## config.mk

```make
export PLATFORM = sky130hd
export DESIGN_NAME = mpu_port
export DESIGN_NICKNAME = d
export VERILOG_FILES = /design/src/rtl/mpu_port_pkg.sv /design/src/rtl/mpu_sync.sv /design/src/rtl/mpu_decode.sv /design/src/rtl/mpu_regbank.sv /design/src/rtl/mpu_port.sv
export SDC_FILE = /design/constraint.sdc
export NUM_CORES = 1
export LEC_CHECK = 0
export ABC_CLOCK_PERIOD_IN_PS = 2700
export CORE_UTILIZATION = 48
export CTS_CLUSTER_SIZE = 14
export DETAILED_ROUTE_END_ITERATION = 8
export MAX_ROUTING_LAYER = met4
export PLACE_DENSITY = 0.75
export SLEW_MARGIN = 10
export SYNTH_ARGS = -nofsm -noshare
export SYNTH_HDL_FRONTEND = slang
export SYNTH_HIERARCHICAL = 1
export SYNTH_SLANG_ARGS = --single-unit
```

## constraint.sdc

```tcl
create_clock -name clk_i -period 2.7 [get_ports clk_i]
set_input_delay 0.81 -clock clk_i [delete_from_list [all_inputs] [get_ports clk_i]]
set_output_delay 0.81 -clock clk_i [all_outputs]
set_load 0.05 [all_outputs]
```

## src/rtl/mpu_port_pkg.sv

```systemverilog
package mpu_port_pkg;
  typedef enum logic {BUS_STROBE = 1'b0, BUS_DSTROBE = 1'b1} bus_mode_e;

  typedef struct packed {
    logic cs_n;
    logic ctl_a;
    logic ctl_b;
    logic ale;
  } ctl_t;

  localparam ctl_t CTL_IDLE = '{cs_n: 1'b1, ctl_a: 1'b1, ctl_b: 1'b1, ale: 1'b0};
endpackage

```

## src/rtl/mpu_sync.sv

```systemverilog
module mpu_sync #(
  parameter int W = 4,
  parameter int STAGES = 2,
  parameter logic [W-1:0] RST_VAL = '0
) (
  input  logic         clk_i,
  input  logic         rst_ni,
  input  logic [W-1:0] d_i,
  output logic [W-1:0] q_o,
  output logic [W-1:0] q_prev_o
);
  logic [W-1:0] pipe_q [STAGES+1];

  always_ff @(posedge clk_i or negedge rst_ni) begin
    if (!rst_ni) begin
      for (int i = 0; i <= STAGES; i++) pipe_q[i] <= RST_VAL;
    end else begin
      pipe_q[0] <= d_i;
      for (int i = 1; i <= STAGES; i++) pipe_q[i] <= pipe_q[i-1];
    end
  end

  assign q_o      = pipe_q[STAGES-1];
  assign q_prev_o = pipe_q[STAGES];
endmodule

```

## src/rtl/mpu_decode.sv

```systemverilog
module mpu_decode
  import mpu_port_pkg::*;
(
  input  logic      clk_i,
  input  logic      rst_ni,
  input  bus_mode_e mode_i,
  input  ctl_t      cur_i,
  input  ctl_t      prev_i,
  output logic      rd_qual_o,
  output logic      wr_pulse_o,
  output logic      ale_rise_o
);
  logic sel_held;
  logic a_rise, b_rise;

  assign sel_held   = !cur_i.cs_n && !prev_i.cs_n;
  assign a_rise     = cur_i.ctl_a && !prev_i.ctl_a;
  assign b_rise     = cur_i.ctl_b && !prev_i.ctl_b;
  assign ale_rise_o = cur_i.ale && !prev_i.ale;

  always_comb begin
    if (mode_i == BUS_DSTROBE) begin
      rd_qual_o  = !cur_i.cs_n && !cur_i.ctl_a && cur_i.ctl_b;
      wr_pulse_o = sel_held && a_rise && !cur_i.ctl_b;
    end else begin
      rd_qual_o  = !cur_i.cs_n && !cur_i.ctl_a;
      wr_pulse_o = sel_held && b_rise;
    end
  end

  // a data-strobe write fires after the strobe is released, so it never meets a read
  assert_excl_rw_R5: assert property (@(posedge clk_i) disable iff (!rst_ni)
    (mode_i == BUS_DSTROBE) |-> $onehot0({rd_qual_o, wr_pulse_o}));
endmodule

```

## src/rtl/mpu_regbank.sv

```systemverilog
module mpu_regbank #(
  parameter int AW = 8,
  parameter int DW = 8,
  parameter int RW_N = 4,
  parameter int ST_N = 2,
  parameter int ST_BASE = 8
) (
  input  logic             clk_i,
  input  logic             rst_ni,
  input  logic             wr_en_i,
  input  logic [AW-1:0]    addr_i,
  input  logic [DW-1:0]    wdata_i,
  input  logic [ST_N*DW-1:0] status_i,
  output logic [DW-1:0]    rdata_o
);
  logic [DW-1:0] rw_q [RW_N];

  for (genvar g = 0; g < RW_N; g++) begin : g_rw
    always_ff @(posedge clk_i or negedge rst_ni) begin
      if (!rst_ni)                              rw_q[g] <= '0;
      else if (wr_en_i && addr_i == AW'(g))     rw_q[g] <= wdata_i;
    end
  end

  always_comb begin
    rdata_o = '0;
    for (int i = 0; i < RW_N; i++)
      if (addr_i == AW'(i)) rdata_o = rw_q[i];
    for (int i = 0; i < ST_N; i++)
      if (addr_i == AW'(ST_BASE + i)) rdata_o = status_i[i*DW +: DW];
  end

  for (genvar g = 0; g < RW_N; g++) begin : g_chk
    assert_hold_no_wr_R7: assert property (@(posedge clk_i) disable iff (!rst_ni)
      !wr_en_i |=> $stable(rw_q[g]));
  end
endmodule

```

## src/rtl/mpu_port.sv

```systemverilog
module mpu_port
  import mpu_port_pkg::*;
#(
  parameter int AW = 8,
  parameter int DW = 8,
  parameter int RW_N = 4,
  parameter int ST_N = 2,
  parameter int ST_BASE = 8,
  parameter int SYNC_STAGES = 2
) (
  input  logic             clk_i,
  input  logic             rst_ni,
  input  logic             bus_sel_i,
  input  logic             cs_ni,
  input  logic             ctl_a_i,
  input  logic             ctl_b_i,
  input  logic             ale_i,
  input  logic [DW-1:0]    ad_i,
  output logic [DW-1:0]    ad_o,
  output logic             ad_oe_o,
  input  logic [ST_N*DW-1:0] status_i
);
  localparam int OE_LAT = SYNC_STAGES + 1;
  localparam int CW = $bits(ctl_t);

  ctl_t raw, cur, prev;
  logic [CW-1:0] cur_v, prev_v;
  logic rd_qual, wr_pulse, ale_rise;
  logic [AW-1:0] addr_q;
  logic [DW-1:0] rdata;
  logic [DW-1:0] ad_q;
  logic oe_q;

  assign raw = '{cs_n: cs_ni, ctl_a: ctl_a_i, ctl_b: ctl_b_i, ale: ale_i};

  mpu_sync #(.W(CW), .STAGES(SYNC_STAGES), .RST_VAL(CTL_IDLE)) u_sync (
    .clk_i, .rst_ni, .d_i(raw), .q_o(cur_v), .q_prev_o(prev_v)
  );
  assign cur  = ctl_t'(cur_v);
  assign prev = ctl_t'(prev_v);

  mpu_decode u_dec (
    .clk_i, .rst_ni,
    .mode_i    (bus_mode_e'(bus_sel_i)),
    .cur_i     (cur),
    .prev_i    (prev),
    .rd_qual_o (rd_qual),
    .wr_pulse_o(wr_pulse),
    .ale_rise_o(ale_rise)
  );

  // the address is sampled straight from the pad: the host holds it across the strobe
  always_ff @(posedge clk_i or negedge rst_ni) begin
    if (!rst_ni)       addr_q <= '0;
    else if (ale_rise) addr_q <= AW'(ad_i);
  end

  mpu_regbank #(.AW(AW), .DW(DW), .RW_N(RW_N), .ST_N(ST_N), .ST_BASE(ST_BASE)) u_bank (
    .clk_i, .rst_ni,
    .wr_en_i (wr_pulse),
    .addr_i  (addr_q),
    .wdata_i (ad_i),
    .status_i(status_i),
    .rdata_o (rdata)
  );

  always_ff @(posedge clk_i or negedge rst_ni) begin
    if (!rst_ni) begin
      oe_q <= 1'b0;
      ad_q <= '0;
    end else begin
      oe_q <= rd_qual;
      ad_q <= rdata;
    end
  end

  assign ad_o    = ad_q;
  assign ad_oe_o = oe_q;

  assert_oe_needs_cs_R8: assert property (@(posedge clk_i) disable iff (!rst_ni)
    ad_oe_o |-> !$past(cs_ni, OE_LAT));
  assert_addr_hold_R6: assert property (@(posedge clk_i) disable iff (!rst_ni)
    !ale_rise |=> $stable(addr_q));
  assert_oe_off_cs_R7: assert property (@(posedge clk_i) disable iff (!rst_ni)
    (cur.cs_n && prev.cs_n) |=> !ad_oe_o);
endmodule

```

==> results.cfg, run 1 <==
[yosys]
synth_area_leaders = dfrtp_1, mux2_2, dfstp_2
synth_common_cells = dfrtp_1, mux2_2, dfstp_2
synth_flop_cell = dfrtp_1
async_reset_ff_share_pct = 100
yosysMostFrequentCell = dfrtp_1
netlist-cell-type-count = 30
synth-edff-count = 0
synthCells = 175
ys_seq_area_share_pct = 56.4
syn_area_per_cell_um2 = 15.6
yosysTopAreaCellShare_pct = 47.8
syn-num-nets = 206
synth_area_um2 = 2730
synth_warnings = 6
synth_top_area_cell = dfrtp_1
synth-seq-cells = 61

[detailed_routing]
num_vias = 1602
wirelength_mm = 5.39
drt-pass1-iter-count = 4
postRouteAntennaNets = 0
wl_per_cell_um = 18.2
drc = 0
drtIter0Drc = 69
viasPerCell = 5.41

[pwr]
power_density_nw_per_um2 = 625
leakagePower_uw = 0.00149
vdd_drop_max_mv = 0.316

[timing]
post-route-period-util_pct = 95.1
hold_ws_ns = 0.352
hold_viol_final = 0
rsz0062_at_grt = false
min_period_ns = 2.57
slew_violations = 0
final.setup_skew_ns = 0.00697
finalSetupViolCount = 0
fin_ws_ns = 0.132
max_slew.worst_pin.slew_ns = 0.840
timing.fmax_mhz = 389
relSlewSlack_pct = 44.0

[die]
start_util_pct = 49.8
core_um2 = 5470
die_h_um = 77.3
die_w_um = 77.3
ios = 40
rows = 27
die_area_um2 = 5980

[cells_and_area]
fillers = 402
insertedDiodeCount = 0
area_growth_pct = 25.8
nNetsFinal = 250
drive_above_1_share_pct = 42.9

[place]
numPortBuffers = 39
hpwl_mm = 3.72
gp_congestion = 0.811
place_ws_ns = -0.498

[worst_setup_path]
path_class = in2reg
arrival_ns = 2.79
cp-start-kind = input pin
critPathTopFamily = simple AND/OR/NAND/NOR gates
required_ns = 2.92
crit_top_cell = or3b_4
critPathBufInv = 2
slowest_delay_ns = 0.42
path_max_fanout = 8
cpMaxStageDelayCell = or3b_4
cp_cell_sequence = dlygate4sd2_1 > or3b_4 > a211oi_4 > or3b_4 > nor4_4 > buf_6 > mux2_2
crit_path_end_kind = flip-flop

[clock_tree]
root_buffer = clkbuf_8
cts_max_path_buffers = 2
cts_buffers = 9
htreeDepth = 3
hold_buffers = 0
path_clk_slew_ns = 0.07
cts.sinks = 61
cts_tree = yes
clk-insertion-delay-late_ns = 0.34

[min_path]
hp-class = reg2reg

[flow_run]
max_cap_viol_count = 0

[global_route]
grt_pass1_wl_mm = 9.00
grt_start_max_net_pins = 33
antenna_found_initial = 0
first_global_vias = 1786
grt.total_usage_pct = 20.9
grt_overflow_total = 0

[run_status]
outcome = completed
==> state kept, by name (all words and copies together) (netlist names) <==
register         cells
u_sync/pipe_q        4
addr_q               8
ad_o                 8
u_sync/q_o           4
u_sync/q_prev_o      4
ad_oe_o              1
u_bank/rw_q         32
==> path summary, 6_finish.rpt <==
path	slack, ns	from	depth (start not counted)	endpoint
worst min-delay path	0.35	u_sync/pipe_q[8]	0	u_sync/q_o[0]
min in group asynchronous	0.49	rst_ni	1	ad_oe_o
worst max register to register	0.31	u_sync/q_o[1]	6	u_bank/rw_q[29]
worst min register to register	0.35	u_sync/pipe_q[8]	0	u_sync/q_o[0]
worst max-delay path	0.13	bus_sel_i	7	u_bank/rw_q[29]
max in group asynchronous	1.60	rst_ni	2	u_bank/rw_q[9]
==> layout make-up <==
type	instances	area, um^2	area share, %
Sequential cell	61	1540	44.8
Multi-Input combinational cell	95	1080	31.5
Timing Repair Buffer	52	498	14.5
Clock buffer	9	124	3.61
Clock inverter	7	98.8	2.88
Tap cell	72	90.1	2.63
==> cells by family after synthesis <==
| kind of cell | after synthesis | synth area share (%) |
|---|---|---|
| flops | 61 | 56.4 |
| mux | 50 | 25.0 |
| buf+inv | 19 | 4.36 |
| simple gates | 36 | 11.2 |
| compound gates | 9 | 3.03 |
==> cells in the final DEF, fill, tap and decap left out, types with 4 or more instances in the layout <==
cell	synthesis	final
clkdlybuf4s50_1	0	37
o22a_1	6	6
mux4_2	8	8
nor4_1	6	6
nor4b_1	6	6
dfstp_2	9	9
buf_4	8	11
mux2_2	32	32
mux2_4	8	8
dfrtp_1	52	52
nor4_4	4	4
clkbuf_8	0	9
nor2_1	6	6
==> metrics by stage <==
step | std cells | TNS, ns | util, % | area, um^2 | power (uW)
finish | 296 | 0 | 62.7 | 3430 | 2140
global route | 296 | 0 | 62.7 | 3430 | 2230
CTS | 296 | 0 | 62.5 | 3420 | 2160
detailed placement | 280 | -12.22 | 58.4 | 3190 | 1260
global placement | 280 | -8.87 | 58.4 | 3190 | 1240
floorplan | 175 | -0.340 | - | 2730 | 1150
==> per-layer routing <==
layer	vias to the layer above	global-route usage [%]	routed length, um
li1	737	-	-
met1	815	24.6	2290
met2	40	33.8	2790
met3	10	5.06	224
met4	0	10.0	89
met5	-	-	0
==> where the power goes <==
part / switching, uW / total [uW] / internal, uW
clock network: 381 / 904 / 524
logic: 103 / 226 / 123
registers: 54.7 / 1010 / 958
total: 538 / 2140 / 1610
==> repair_timing <==
| item | CTS | global route |
|---|---|---|
| gates resized for setup | 3 | 1 |
| gates cloned | 0 | 0 |
| buffers inserted | 0 | 0 |
| pin swaps | 1 | 2 |
| setup endpoints to repair | 23 | 8 |
No activity file was read; power rests on OpenSTA's default activity.
==> run 2, diff against run 1 <==
--- a/config.mk
+++ b/config.mk
@@ -11,6 +11,7 @@
 export DETAILED_ROUTE_END_ITERATION = 8
 export MAX_ROUTING_LAYER = met4
 export PLACE_DENSITY = 0.75
+export RECOVER_POWER = 25
 export SLEW_MARGIN = 10
 export SYNTH_ARGS = -nofsm -noshare
 export SYNTH_HDL_FRONTEND = slang
==> results.cfg, run 2 (synthesized netlist as in run 1, its figures left out) <==
[detailed_routing]
num_vias = 1599
wirelength_mm = 5.39
wl_per_cell_um = 18.2
drt-pass1-iter-count = 4
drc = 0
postRouteAntennaNets = 0
viasPerCell = 5.40
drtIter0Drc = 70

[global_route]
first_global_vias = 1786
grt_overflow_total = 0
grt.total_usage_pct = 20.9
grt_pass1_wl_mm = 9.00
antenna_found_initial = 0
grt_start_max_net_pins = 33

[clock_tree]
clk-insertion-delay-late_ns = 0.34
path_clk_slew_ns = 0.07
hold_buffers = 0
htreeDepth = 3
cts_tree = yes
cts_max_path_buffers = 2
root_buffer = clkbuf_8
cts_buffers = 9
cts.sinks = 61
cts_setup_buffers = 0

[place]
gp_congestion = 0.811
placedInstanceArea_um2 = 3190
numPortBuffers = 39
place_ws_ns = -0.498
hpwl_mm = 3.72

[cells_and_area]
final_cell_area_um2 = 3430
area_growth_pct = 25.8
utilization_pct = 62.6
layout_common_cells = dfrtp_1, clkdlybuf4s50_1, mux2_2, buf_4, clkbuf_8
largest_reg_flops = 32
insertedDiodeCount = 0
drive_above_1_share_pct = 41.1
regMostFlops = u_bank/rw_q
mostFrequentLayoutCell = dfrtp_1
nNetsFinal = 250

[pwr]
leakagePower_uw = 0.00149
vdd_drop_max_mv = 0.316
power_density_nw_per_um2 = 624

[timing]
relSlewSlack_pct = -4.42
slew_violations = 30
rsz0062_at_grt = false
timing.fmax_mhz = 389
final.setup_skew_ns = 0.00680
post-route-period-util_pct = 95.1
hold_viol_final = 0
max_slew.worst_pin.slew_ns = 1.57
finalSetupViolCount = 0
hold_ws_ns = 0.353
fin_ws_ns = 0.131
min_period_ns = 2.57

[worst_setup_path]
timing.rr.start = u_sync/q_o[1]
cp-start-kind = input pin
crit_path_end_kind = flip-flop
startpoint = bus_sel_i
arrival_ns = 2.79
regToRegSetupSlack_ns = 0.28
r2r_end = u_bank/rw_q[29]
reg2reg_depth = 6
required_ns = 2.92
path_max_fanout = 8
path_class = in2reg

[run_status]
failed_checks = max-capacitance violations, max-slew violations
outcome = complete, but fails checks

[die]
die_h_um = 77.3
die_w_um = 77.3
die_area_um2 = 5980
rows = 27
ios = 40
start_util_pct = 49.8
core_um2 = 5470

[min_path]
worstHoldStart = u_sync/pipe_q[8]
hp-class = reg2reg
whs_path_depth = 0
worstHoldEndpoint = u_sync/q_o[0]

[flow_run]
max_cap_viol_count = 1
-- run 2: routing by layer --
metal  GRT usage, %  part of all wire, %
met1           24.6                   42
met4           10.0                  1.7
met5              -                    0
met3           5.06                  4.0
met2           33.8                   52
-- run 2: worst max path at each step --
stage	endpoint	cells after the start
finish	u_bank/rw_q[29]	7
CTS	u_bank/rw_q[25]	7
floorplan	u_bank/rw_q[24]	5
detailed placement	u_bank/rw_q[25]	7
global route	u_bank/rw_q[6]	8
global placement	u_bank/rw_q[25]	7
-- run 2: worst max-delay path: stages --
cell and delay [ns]:
dlygate4sd2_1 0.26, or3b_4 0.39, a211oi_4 0.24, or3b_4 0.42
nor4_4 0.14, buf_6 0.18, mux2_2 0.34
-- run 2: stage by stage --
step	setup TNS, ns	total power, uW	std cells
final	0	2140	296
after global routing	0	2220	296
after CTS	0	2160	296
after detailed placement	-12.22	1260	280
after global placement	-8.87	1240	280
after floorplan	-0.340	1150	175
-- run 2: power by group --
part	switching, uW	internal [uW]	total, uW	leakage, uW
clock network	380	524	904	0.000110
registers	54.6	958	1010	0.000790
logic	103	122	225	0.000591
total	538	1600	2140	0.00149
-- run 2: area by class of cell --
| type | count | area (um^2) |
|---|---|---|
| clock buffers | 9 | 124 |
| clock inverters | 7 | 98.8 |
| fillers | 400 | 2040 |
| multi-input cells | 95 | 1080 |
| flip-flops and latches | 61 | 1540 |
| well taps | 72 | 90.1 |
| repair buffers | 52 | 497 |
-- run 2: timing repair --
action | in CTS | in global routing
cloned | 0 | 0
gates resized for setup | 3 | 1
setup endpoints to repair | 23 | 8
pin swaps | 1 | 2
